### config.mk
export PLATFORM = sky130hd
export DESIGN_NAME = mfe_fill_engine
export DESIGN_NICKNAME = d
export VERILOG_FILES = /design/src/rtl/mfe_pkg.sv /design/src/rtl/mfe_regs.sv /design/src/rtl/mfe_chan_ctrl.sv /design/src/rtl/mfe_beat_gen.sv /design/src/rtl/mfe_fill_engine.sv
export SDC_FILE = /design/constraint.sdc
export NUM_CORES = 1
export LEC_CHECK = 0
export BUFFER_PORTS_ARGS = -buffer_cell sky130_fd_sc_hd__buf_2
export CAP_MARGIN = 20
export CORE_ASPECT_RATIO = 0.9
export CORE_MARGIN = 3
export CORE_UTILIZATION = 45
export DETAILED_ROUTE_END_ITERATION = 6
export GPL_TIMING_DRIVEN = 1
export PLACE_DENSITY = 0.75
export REMOVE_ABC_BUFFERS = 1
export SETUP_SLACK_MARGIN = 0.02
export SYNTH_ARGS = -nofsm -noshare
export SYNTH_HDL_FRONTEND = slang
export SYNTH_SLANG_ARGS = --single-unit
### constraint.sdc
create_clock -name clk_i -period 7.4 [get_ports clk_i]
set_input_delay 0.37 -clock clk_i [delete_from_list [all_inputs] [get_ports clk_i]]
set_output_delay 0.37 -clock clk_i [all_outputs]
set_load 0.005 [all_outputs]
### src/rtl/mfe_pkg.sv
`timescale 1ns/1ps
package mfe_pkg;
  localparam int REG_AW = 3;
  localparam int DATA_W = 64;

  typedef enum logic [1:0] {
    ST_IDLE   = 2'd0,
    ST_ACTIVE = 2'd1,
    ST_PAUSED = 2'd2
  } state_e;

  localparam logic [REG_AW-1:0] RA_CFG   = 3'd0;
  localparam logic [REG_AW-1:0] RA_MODE  = 3'd1;
  localparam logic [REG_AW-1:0] RA_DST   = 3'd2;
  localparam logic [REG_AW-1:0] RA_SIZE  = 3'd3;
  localparam logic [REG_AW-1:0] RA_PATLO = 3'd4;
  localparam logic [REG_AW-1:0] RA_PATHI = 3'd5;
  localparam logic [REG_AW-1:0] RA_CMD   = 3'd6;

  localparam logic [1:0] MODE_FILL = 2'd1;

  localparam int CB_START   = 0;
  localparam int CB_STOP    = 1;
  localparam int CB_PAUSE   = 2;
  localparam int CB_RESTART = 3;
  localparam int CB_CLR     = 8;
endpackage

### src/rtl/mfe_regs.sv
`timescale 1ns/1ps
module mfe_regs
  import mfe_pkg::*;
#(
  parameter int          ADDR_W   = 32,
  parameter logic [31:0] MIN_SIZE = 32'd16,
  parameter logic [31:0] MAX_SIZE = 32'd4096
) (
  input  logic              clk_i,
  input  logic              rst_ni,
  input  logic              we_i,
  input  logic [REG_AW-1:0] addr_i,
  input  logic [31:0]       wdata_i,
  input  logic              busy_i,
  output logic              prot_o,
  output logic [2:0]        src_burst_o,
  output logic [2:0]        dst_burst_o,
  output logic [1:0]        mode_o,
  output logic [ADDR_W-1:0] dst_o,
  output logic [31:0]       size_o,
  output logic [DATA_W-1:0] pattern_o,
  output logic              size_ok_o
);
  logic        open;
  logic [31:0] pat_lo_q, pat_hi_q;

  // protected fields are frozen while a block is in flight
  assign open = !(prot_o && busy_i);

  always_ff @(posedge clk_i or negedge rst_ni) begin
    if (!rst_ni) begin
      prot_o      <= 1'b1;
      src_burst_o <= 3'd4;
      dst_burst_o <= 3'd4;
      mode_o      <= 2'd0;
      dst_o       <= '0;
      size_o      <= '0;
      pat_lo_q    <= '0;
      pat_hi_q    <= '0;
    end else if (we_i) begin
      case (addr_i)
        RA_CFG: begin
          prot_o      <= wdata_i[0];
          src_burst_o <= wdata_i[6:4];
          dst_burst_o <= wdata_i[10:8];
        end
        RA_MODE:  if (open) mode_o   <= wdata_i[1:0];
        RA_DST:   if (open) dst_o    <= wdata_i[ADDR_W-1:0];
        RA_SIZE:  if (open) size_o   <= wdata_i;
        RA_PATLO: if (open) pat_lo_q <= wdata_i;
        RA_PATHI: if (open) pat_hi_q <= wdata_i;
        default: ;
      endcase
    end
  end

  assign pattern_o = {pat_hi_q, pat_lo_q};
  assign size_ok_o = (size_o[2:0] == 3'd0) && (size_o >= MIN_SIZE) && (size_o <= MAX_SIZE);
endmodule

### src/rtl/mfe_chan_ctrl.sv
`timescale 1ns/1ps
module mfe_chan_ctrl
  import mfe_pkg::*;
(
  input  logic       clk_i,
  input  logic       rst_ni,
  input  logic       cmd_we_i,
  input  logic [3:0] cmd_i,
  input  logic       clr_i,
  input  logic       size_ok_i,
  input  logic       fill_mode_i,
  input  logic       fire_i,
  input  logic       last_i,
  output state_e     state_o,
  output logic       illegal_o,
  output logic       go_o,
  output logic       done_o
);
  state_e state_n;
  logic   bad, done_n;
  int     n_cmd;

  always_comb begin
    n_cmd   = $countones(cmd_i);
    state_n = state_o;
    bad     = 1'b0;
    go_o    = 1'b0;
    done_n  = 1'b0;
    if (state_o == ST_ACTIVE && fire_i && last_i) begin
      // completion wins over any command in the same cycle
      state_n = ST_IDLE;
      done_n  = 1'b1;
    end else if (cmd_we_i && n_cmd != 0) begin
      if (n_cmd > 1) begin
        bad = 1'b1;
      end else if (cmd_i[CB_START]) begin
        if (state_o == ST_IDLE && size_ok_i && fill_mode_i) begin
          state_n = ST_ACTIVE;
          go_o    = 1'b1;
        end else bad = 1'b1;
      end else if (cmd_i[CB_STOP]) begin
        if (state_o == ST_ACTIVE) state_n = ST_IDLE;
        else if (state_o == ST_PAUSED) bad = 1'b1;
      end else if (cmd_i[CB_PAUSE]) begin
        if (state_o == ST_ACTIVE) state_n = ST_PAUSED;
        else bad = 1'b1;
      end else begin
        if (state_o == ST_PAUSED) state_n = ST_ACTIVE;
        else bad = 1'b1;
      end
    end
  end

  always_ff @(posedge clk_i or negedge rst_ni) begin
    if (!rst_ni) begin
      state_o   <= ST_IDLE;
      illegal_o <= 1'b0;
      done_o    <= 1'b0;
    end else begin
      state_o <= state_n;
      done_o  <= done_n;
      if (bad) illegal_o <= 1'b1;
      else if (cmd_we_i && clr_i) illegal_o <= 1'b0;
    end
  end
endmodule

### src/rtl/mfe_beat_gen.sv
`timescale 1ns/1ps
module mfe_beat_gen #(
  parameter int ADDR_W = 32,
  parameter int SIZE_W = 32
) (
  input  logic              clk_i,
  input  logic              rst_ni,
  input  logic              go_i,
  input  logic [ADDR_W-1:0] dst_i,
  input  logic [SIZE_W-4:0] beats_i,
  input  logic              fire_i,
  output logic [ADDR_W-1:0] addr_o,
  output logic              last_o
);
  localparam int CNT_W = SIZE_W - 3;
  localparam logic [ADDR_W-1:0] STEP = ADDR_W'(8);

  logic [CNT_W-1:0] rem_q;

  // address and remaining count are kept across pause for exact resume
  always_ff @(posedge clk_i or negedge rst_ni) begin
    if (!rst_ni) begin
      addr_o <= '0;
      rem_q  <= '0;
    end else if (go_i) begin
      addr_o <= dst_i;
      rem_q  <= beats_i;
    end else if (fire_i) begin
      addr_o <= addr_o + STEP;
      rem_q  <= rem_q - CNT_W'(1);
    end
  end

  assign last_o = (rem_q == CNT_W'(1));
endmodule

### src/rtl/mfe_fill_engine.sv
`timescale 1ns/1ps
module mfe_fill_engine
  import mfe_pkg::*;
#(
  parameter int          ADDR_W   = 32,
  parameter logic [31:0] MIN_SIZE = 32'd16,
  parameter logic [31:0] MAX_SIZE = 32'd4096
) (
  input  logic              clk_i,
  input  logic              rst_ni,
  input  logic              reg_we_i,
  input  logic [2:0]        reg_addr_i,
  input  logic [31:0]       reg_wdata_i,
  output logic [31:0]       reg_rdata_o,
  output logic              mem_valid_o,
  input  logic              mem_ready_i,
  output logic [ADDR_W-1:0] mem_addr_o,
  output logic [63:0]       mem_data_o,
  output logic              done_o
);
  localparam int SIZE_W = 32;

  state_e            state_w;
  logic              illegal_w, go_w, last_w, fire_w, size_ok_w, prot_w, cmd_we_w;
  logic [2:0]        src_b_w, dst_b_w;
  logic [1:0]        mode_w;
  logic [ADDR_W-1:0] dst_w;
  logic [31:0]       size_w;
  logic [63:0]       pat_w;

  assign cmd_we_w    = reg_we_i && (reg_addr_i == RA_CMD);
  assign mem_valid_o = (state_w == ST_ACTIVE);
  assign fire_w      = mem_valid_o && mem_ready_i;
  assign mem_data_o  = pat_w;

  mfe_regs #(.ADDR_W(ADDR_W), .MIN_SIZE(MIN_SIZE), .MAX_SIZE(MAX_SIZE)) u_regs (
    .clk_i, .rst_ni,
    .we_i(reg_we_i), .addr_i(reg_addr_i), .wdata_i(reg_wdata_i),
    .busy_i(state_w != ST_IDLE),
    .prot_o(prot_w), .src_burst_o(src_b_w), .dst_burst_o(dst_b_w),
    .mode_o(mode_w), .dst_o(dst_w), .size_o(size_w), .pattern_o(pat_w),
    .size_ok_o(size_ok_w)
  );

  mfe_chan_ctrl u_ctrl (
    .clk_i, .rst_ni,
    .cmd_we_i(cmd_we_w), .cmd_i(reg_wdata_i[3:0]), .clr_i(reg_wdata_i[CB_CLR]),
    .size_ok_i(size_ok_w), .fill_mode_i(mode_w == MODE_FILL),
    .fire_i(fire_w), .last_i(last_w),
    .state_o(state_w), .illegal_o(illegal_w), .go_o(go_w), .done_o(done_o)
  );

  mfe_beat_gen #(.ADDR_W(ADDR_W), .SIZE_W(SIZE_W)) u_beat (
    .clk_i, .rst_ni,
    .go_i(go_w), .dst_i(dst_w), .beats_i(size_w[SIZE_W-1:3]),
    .fire_i(fire_w), .addr_o(mem_addr_o), .last_o(last_w)
  );

  always_comb begin
    case (reg_addr_i)
      RA_CFG:   reg_rdata_o = {18'b0, mode_w, 1'b0, dst_b_w, 1'b0, src_b_w, 3'b0, prot_w};
      RA_MODE:  reg_rdata_o = {30'b0, mode_w};
      RA_DST:   reg_rdata_o = 32'(dst_w);
      RA_SIZE:  reg_rdata_o = size_w;
      RA_PATLO: reg_rdata_o = pat_w[31:0];
      RA_PATHI: reg_rdata_o = pat_w[63:32];
      RA_CMD:   reg_rdata_o = {23'b0, illegal_w, 6'b0, state_w};
      default:  reg_rdata_o = '0;
    endcase
  end
endmodule

# After elaboration in Yosys (flattened, before gate mapping)
# Cells that the tools add are included.
[op_classes]
addsub = 5
n_lt_le_gt_ge = 3
eq_ne = 14
n_mux = 34
bitwise = 1
reduce_logical = 27
[op_table]
columns = ["op", "n"]
rows = [
  ["$pmux 32 s7", 1],
  ["$mux 32", 2],
  ["$mux 29", 2],
  ["$add 32x32->32", 1],
  ["$add 32x4->32 const B", 1],
  ["$ge 32x5->1 const B", 1],
  ["$gt 32x2->1 const B", 1],
  ["$le 32x13->1 const B", 1],
  ["$reduce_bool 32->1", 1],
  ["$eq 29x1->1 const B", 1],
  ["$sub 29x1->29 const B", 1],
  ["$mux 2", 10],
  ["$mux 1", 19],
  ["$reduce_and 3->1", 5],
  ["$logic_and 1x1->1", 11],
  ["$eq 3x3->1 const B", 3],
  ["$ne 4x2->1 const B", 2],
  ["$reduce_bool 2->1", 4],
  ["$eq 3x2->1 const B", 2],
  ["$logic_not 3->1", 2],
  ["$reduce_and 6->1", 1],
  ["$reduce_bool 5->1", 1],
  ["$add 1x1->2", 2],
  ["$eq 2x1->1 const B", 2],
  ["other kinds (7)", 7],
]
[totals]
ff_bits = 202
inputBits = 39
word_cells = 97

# Longest topological paths before layout
[logic_depth]
word_depth = 11
mapped_depth = 12
depth_no_buf = 9

# Cells and area by module
# From an unflattened synthesis, not the netlist that was laid out.
[unflattened]
cells_unflattened = 860
area_unflattened_um2 = 9959.6
[by_module_without_submodules]
columns = ["module", "instances", "cells_each", "area_each_um2", "seq_area_each_um2"]
rows = [
  ["mfe_regs", 1, 310, 5203.7, 3432.0],
  ["mfe_beat_gen", 1, 356, 3299.4, 1526.5],
  ["mfe_fill_engine", 1, 147, 1049.8, 0.0],
  ["mfe_chan_ctrl", 1, 47, 406.6, 100.1],
]

# Worst setup path before layout
# OpenSTA, ideal clock, no wires.
[synth_path]
kind = "input -> register"
from = "input port reg_wdata_i[0]"
to = "register u_beat.addr_o[11]"
setup_ps = 126
arrival_ps = 3042
slack_ps = 4232
stages = 10
n_path_buf = 1
cell_sequence = "clkbuf_1 inv_1 ha_1 ha_1 fa_1 nor2_1 nand4_1 a2111o_1 mux2_2 a221o_1"
[synth_between]
elab_chain_cells = 7
elab_cells_between_ends = 11
cone_classes = "add/sub (2); order compare (1); mux (5); reduce/logical (3)"
[synth_lines]
columns = ["item", "line_no", "rtl"]
rows = [
  ["start: declaration", "mfe_fill_engine.sv:13", "input logic [31:0] reg_wdata_i,"],
  ["$add 1x1->2 (not written as such)", "mfe_chan_ctrl.sv:24", "n_cmd = $countones(cmd_i);"],
  ["$add 32x32->32 (not written as such)", "mfe_chan_ctrl.sv:24", ""],
  ["$gt 32x2->1 or $reduce_bool 32->1 (tied branches)", "mfe_chan_ctrl.sv:34, mfe_chan_ctrl.sv:33", ""],
  ["$mux 1 or $logic_and 1x1->1 (tied branches)", "mfe_chan_ctrl.sv:34, mfe_chan_ctrl.sv:33", ""],
  ["$mux 1 *", "mfe_chan_ctrl.sv:33", "end else if (cmd_we_i && n_cmd != 0) begin"],
  ["$mux 1 *", "mfe_chan_ctrl.sv:29", "if (state_o == ST_ACTIVE && fire_i && last_i) begin"],
  ["$mux 32 or $reduce_bool 2->1 (tied branches)", "n/a", ""],
  ["end signal: assignment", "mfe_beat_gen.sv:26", "addr_o <= dst_i;"],
  ["end signal: assignment", "mfe_beat_gen.sv:29", "addr_o <= addr_o + STEP;"],
  ["end: declaration", "mfe_beat_gen.sv:12", "output logic [ADDR_W-1:0] addr_o,"],
]
# Mark *: on every way between the ends. The rest lies on a longest branch, timed or not.
# A chain may end at the register's enable or synchronous reset.

# Final worst setup path
[layout_path]
from = "input port reg_wdata_i[0]"
to = "register u_beat.rem_q[1]"
[layout_between]
elab_chain_cells = 7
elab_cells_between_ends = 11
cone_classes = "add/sub (2); order compare (1); mux (5); reduce/logical (3)"
[layout_lines]
columns = ["item", "line_no", "rtl"]
rows = [
  ["$add 1x1->2 (not written as such)", "mfe_chan_ctrl.sv:24", ""],
  ["$add 32x32->32 (not written as such)", "mfe_chan_ctrl.sv:24", ""],
  ["$gt 32x2->1 or $reduce_bool 32->1 (tied branches)", "mfe_chan_ctrl.sv:34, mfe_chan_ctrl.sv:33", ""],
  ["$mux 1 or $logic_and 1x1->1 (tied branches)", "mfe_chan_ctrl.sv:34, mfe_chan_ctrl.sv:33", ""],
  ["$mux 1 *", "mfe_chan_ctrl.sv:33", ""],
  ["$mux 1 *", "mfe_chan_ctrl.sv:29", ""],
  ["$mux 29 or $reduce_bool 2->1 (tied branches)", "n/a", ""],
  ["end signal: assignment", "mfe_beat_gen.sv:27", "rem_q <= beats_i;"],
  ["end signal: assignment", "mfe_beat_gen.sv:30", "rem_q <= rem_q - CNT_W'(1);"],
  ["end: declaration", "mfe_beat_gen.sv:18", "logic [CNT_W-1:0] rem_q;"],
]
# Marks and branches as above.

==> impl_results.md <==
* HPWL after detailed placement at 19900 um
* CP startpoint kind: input port
* CTS tree: done
* VDD IR max at 0.204 mV
* Total Neg Setup Slack at 0 ns
* EDFF count, synth at 0
* DR vias at 8306
* Reg2Reg Launch Point: u_regs.size_o[7]
* R2r setup slk at 3.92 ns
* Slew margin rel. at 28.0%
* Synth Register Bits at 202
* Critical Path AT at between 4 and 5 ns
* Final setup viols at 0
* Crit path time final at 3.71 ns
* Layout Utilization at 54.6%
* Die Span Y at 147 um
* Longest Clk Path Bufs at 3
* Fmax at 269 MHz
* Fill cells at about 1900
* CTS clk-pin slew, worst paths at about 0.06 ns
* Distinct cells, synth at 62
* Worst Path Required at roughly 7.7 ns
* Clk_skew at 0.0184 ns
* Final Cycle Share at 50.2%
* Placed cell area at 11100 um^2
* Final Slew Violations at 0
* Initial antenna violation count at 2
* CTS Buf Count at 22
* Slowest CP cell: a2111o_1
* Synth-to-layout area growth at 18.6%
* YS warnings at 0
* Clock sink total at about 200
* CTS Root Cell: clkbuf_16
* Most common cell in the netlist: dfrtp_1
* Total track usage at 24.3%
* Setup crit end: u_beat.rem_q[1]
* Setup ws final at 3.69 ns
* Cell Count, Final, Fillers Out at 1344
* Initial drt markers at about 740
* Share of post-route cells with drive strength above 1 at about a third
* Async set or reset register ratio after synthesis at between 90% and 100%
* RSZ-0062 raised after global routing: no
* Pre-CTS setup slack at 3.33 ns
* Std-Cell Rows at 51
* Global-route wire length before repair at 46600 um
* Power per Cell Area at 346 nW/um^2
* Cells after DPL at 1303
* DRC at 0
* Synth top area cells: dfrtp_1 50%, mux2_2 15%, a221o_1 3.8%
* Mapped Cells at between 800 and 900
* Vias per cell at approximately 6.2
* Area share of the largest cell type after synthesis at 49.9%
* WS Path Type: input port to flop
* Sequential Power Share at 47.4%
* Layout Nets at 1086
* Grt ovf at 0
* Mapped Area at 9990 um^2
* Comb pwr share at 26.8%
* Worst r2r dst: u_beat.rem_q[1]
* HP Class: input port to flop
* Clk pwr share at 25.7%
* Pint at between 0.002 and 0.003 W
* Buffers on Ports at 168
* CP max FO at 18
* Core area at 21700 um^2
* Die ar. at approximately 24000 um^2
* Largest net degree at the start of global routing at 96
* Worst Tran Pin Value at 1.08 ns
* Clock latency on the worst-skew pair at 0.51 ns
* CP Launch Point: reg_wdata_i[0]
* Critical path cell sequence: buf_2, inv_1, ha_1, ha_1, fa_1, nor2_1, nand4_1, a2111o_1, buf_4, nand2_1, o221ai_1
* CP dominant cell by count: ha_1
* Router iterations before antenna repair at 5
* Total Wirelength at 29400 um
* Sw Share at between 30% and 40%
* Synth Area per Inst at 11.3 um^2
* Fin. Hold Viols at 0
* Commonest cells in the netlist: 199 x dfrtp_1, 132 x mux2_2, 77 x nand2_1
* Num ports at 169
* Sw power at 0.00140 W
* Largest stage delay on the critical path at between 0.6 and 0.7 ns
* Starting Density at 46.0%
* Max-Cap Viols at 0
* Antenna Violating Nets Remaining at 0
* R2R depth at 6
* H-tree Lvls at 1
* Top FF cell, synth: dfrtp_1
* CP Capture Type: flop
* Post-CTS sizing at 0
* Run status: finished clean
* Fin area at ~12000 um^2
* Vias in the first global route at 8174
* Post-synthesis sequential area ratio at 50.6%
* Die Width at 163 um
* Leakage Power at around 5.4 nW
* Post-detailed-route wirelength per cell at 21.9 um
* Placer Congestion at approximately 0.87
* Yosys top cell by area: dfrtp_1
==> layer usage <==
metal,track usage [%],vias up,wire [um]
li1,-,3708,-
met1,35.9,4185,13100
met2,37.3,368,13500
met3,4.09,43,2410
met4,6.05,2,483
met5,0,-,9
==> power by group through the flow <==
stage | combinational [W] | clock [W] | sequential (W)
3_3_place_gp | 0.00106 | 0 | 0.00193
5_1_grt | 0.00121 | 0.00112 | 0.00200
4_1_cts | 0.00111 | 0.00107 | 0.00193
3_5_place_dp | 0.00110 | 0 | 0.00194
2_1_floorplan | 0.000672 | 0 | 0.00181
6_report | 0.00110 | 0.00105 | 0.00195
==> cells by family after synthesis <==
group	count (synthesis)	synth area share (%)
AO/OA/AOI/OAI	204	16.2
adder cells (fa/ha/maj)	9	1.20
buffers and inverters	70	2.72
flip-flops	202	50.6
multiplexers	145	16.2
AND/OR/NAND/NOR	253	13.0
==> what timing repair did <==
| action | in CTS | in global routing |
|---|---|---|
| setup buffers | 0 | 0 |
| hold buffers | 1 | 0 |
| setup endpoints to repair | 0 | 0 |
| endpoints found under the hold margin | 70 | 0 |
==> worst min path at each step <==
stage | slack [ns] | from | to | depth (start not counted)
finish | 0.14 | reg_wdata_i[7] | u_regs.pat_hi_q[7] | 2
global route | 0.14 | reg_wdata_i[11] | u_regs.pat_lo_q[11] | 2
detailed placement | 0.46 | u_beat.addr_o[2] | u_beat.addr_o[2] | 2
floorplan | 0.07 | rst_ni | u_beat.addr_o[0] | 0
CTS | 0.13 | reg_wdata_i[7] | u_regs.pat_hi_q[7] | 2
global placement | 0.45 | u_beat.addr_o[1] | u_beat.addr_o[1] | 2
==> critical path, delay by kind of cell <==
family                   cells  cell delay [ns]
AND/OR/NAND/NOR              3             1.08
adder cells (fa/ha/maj)      3             1.02
AO/OA/AOI/OAI                2             0.91
buffers and inverters        3             0.67
==> state kept, by name, summed over array words and instances (netlist names) <==
name,flops
u_regs.src_burst_o,3
u_regs.size_o,32
u_regs.dst_o,32
u_beat.rem_q,29
u_regs.dst_burst_o,3
u_regs.pat_lo_q,32
u_beat.addr_o,32
u_ctrl.done_o,1
u_ctrl.illegal_o,1
u_regs.pat_hi_q,32
u_regs.mode_o,2
u_ctrl.state_o,2
u_regs.prot_o,1
==> layout make-up <==
cell class | count | area, um^2 | share of cell area [%]
flip-flops and latches | 202 | 5060 | 42.7
multi-input cells | 611 | 4670 | 39.4
repair buffers | 185 | 1000 | 8.44
clock buffers | 35 | 671 | 5.66
well taps | 291 | 364 | 3.07
inverters | 16 | 60.1 | 0.507
clock inverters | 3 | 17.5 | 0.148
diodes | 1 | 2.50 | 0.0211
==> stage by stage <==
stage / hold WS (ns) / total power (W)
global placement: 0.455 / 0.00299
CTS: 0.135 / 0.00410
floorplan: 0.0744 / 0.00248
detailed placement: 0.456 / 0.00304
finish: 0.138 / 0.00410
global route: 0.139 / 0.00433
==> placed cells by master (no fill, tap or decap), drive strengths merged, types with 23 or more instances in the layout <==
cell | synthesis | routed
nor2 | 30 | 30
o21ai | 29 | 29
nand2 | 77 | 77
buf | 13 | 183
dfrtp | 199 | 199
mux2 | 132 | 132
clkbuf | 41 | 36
nand3 | 28 | 28
a22o | 23 | 23
nor3 | 30 | 30
a221o | 38 | 38
a21oi | 23 | 23
Note: power is estimated with default switching activity, not from simulation.
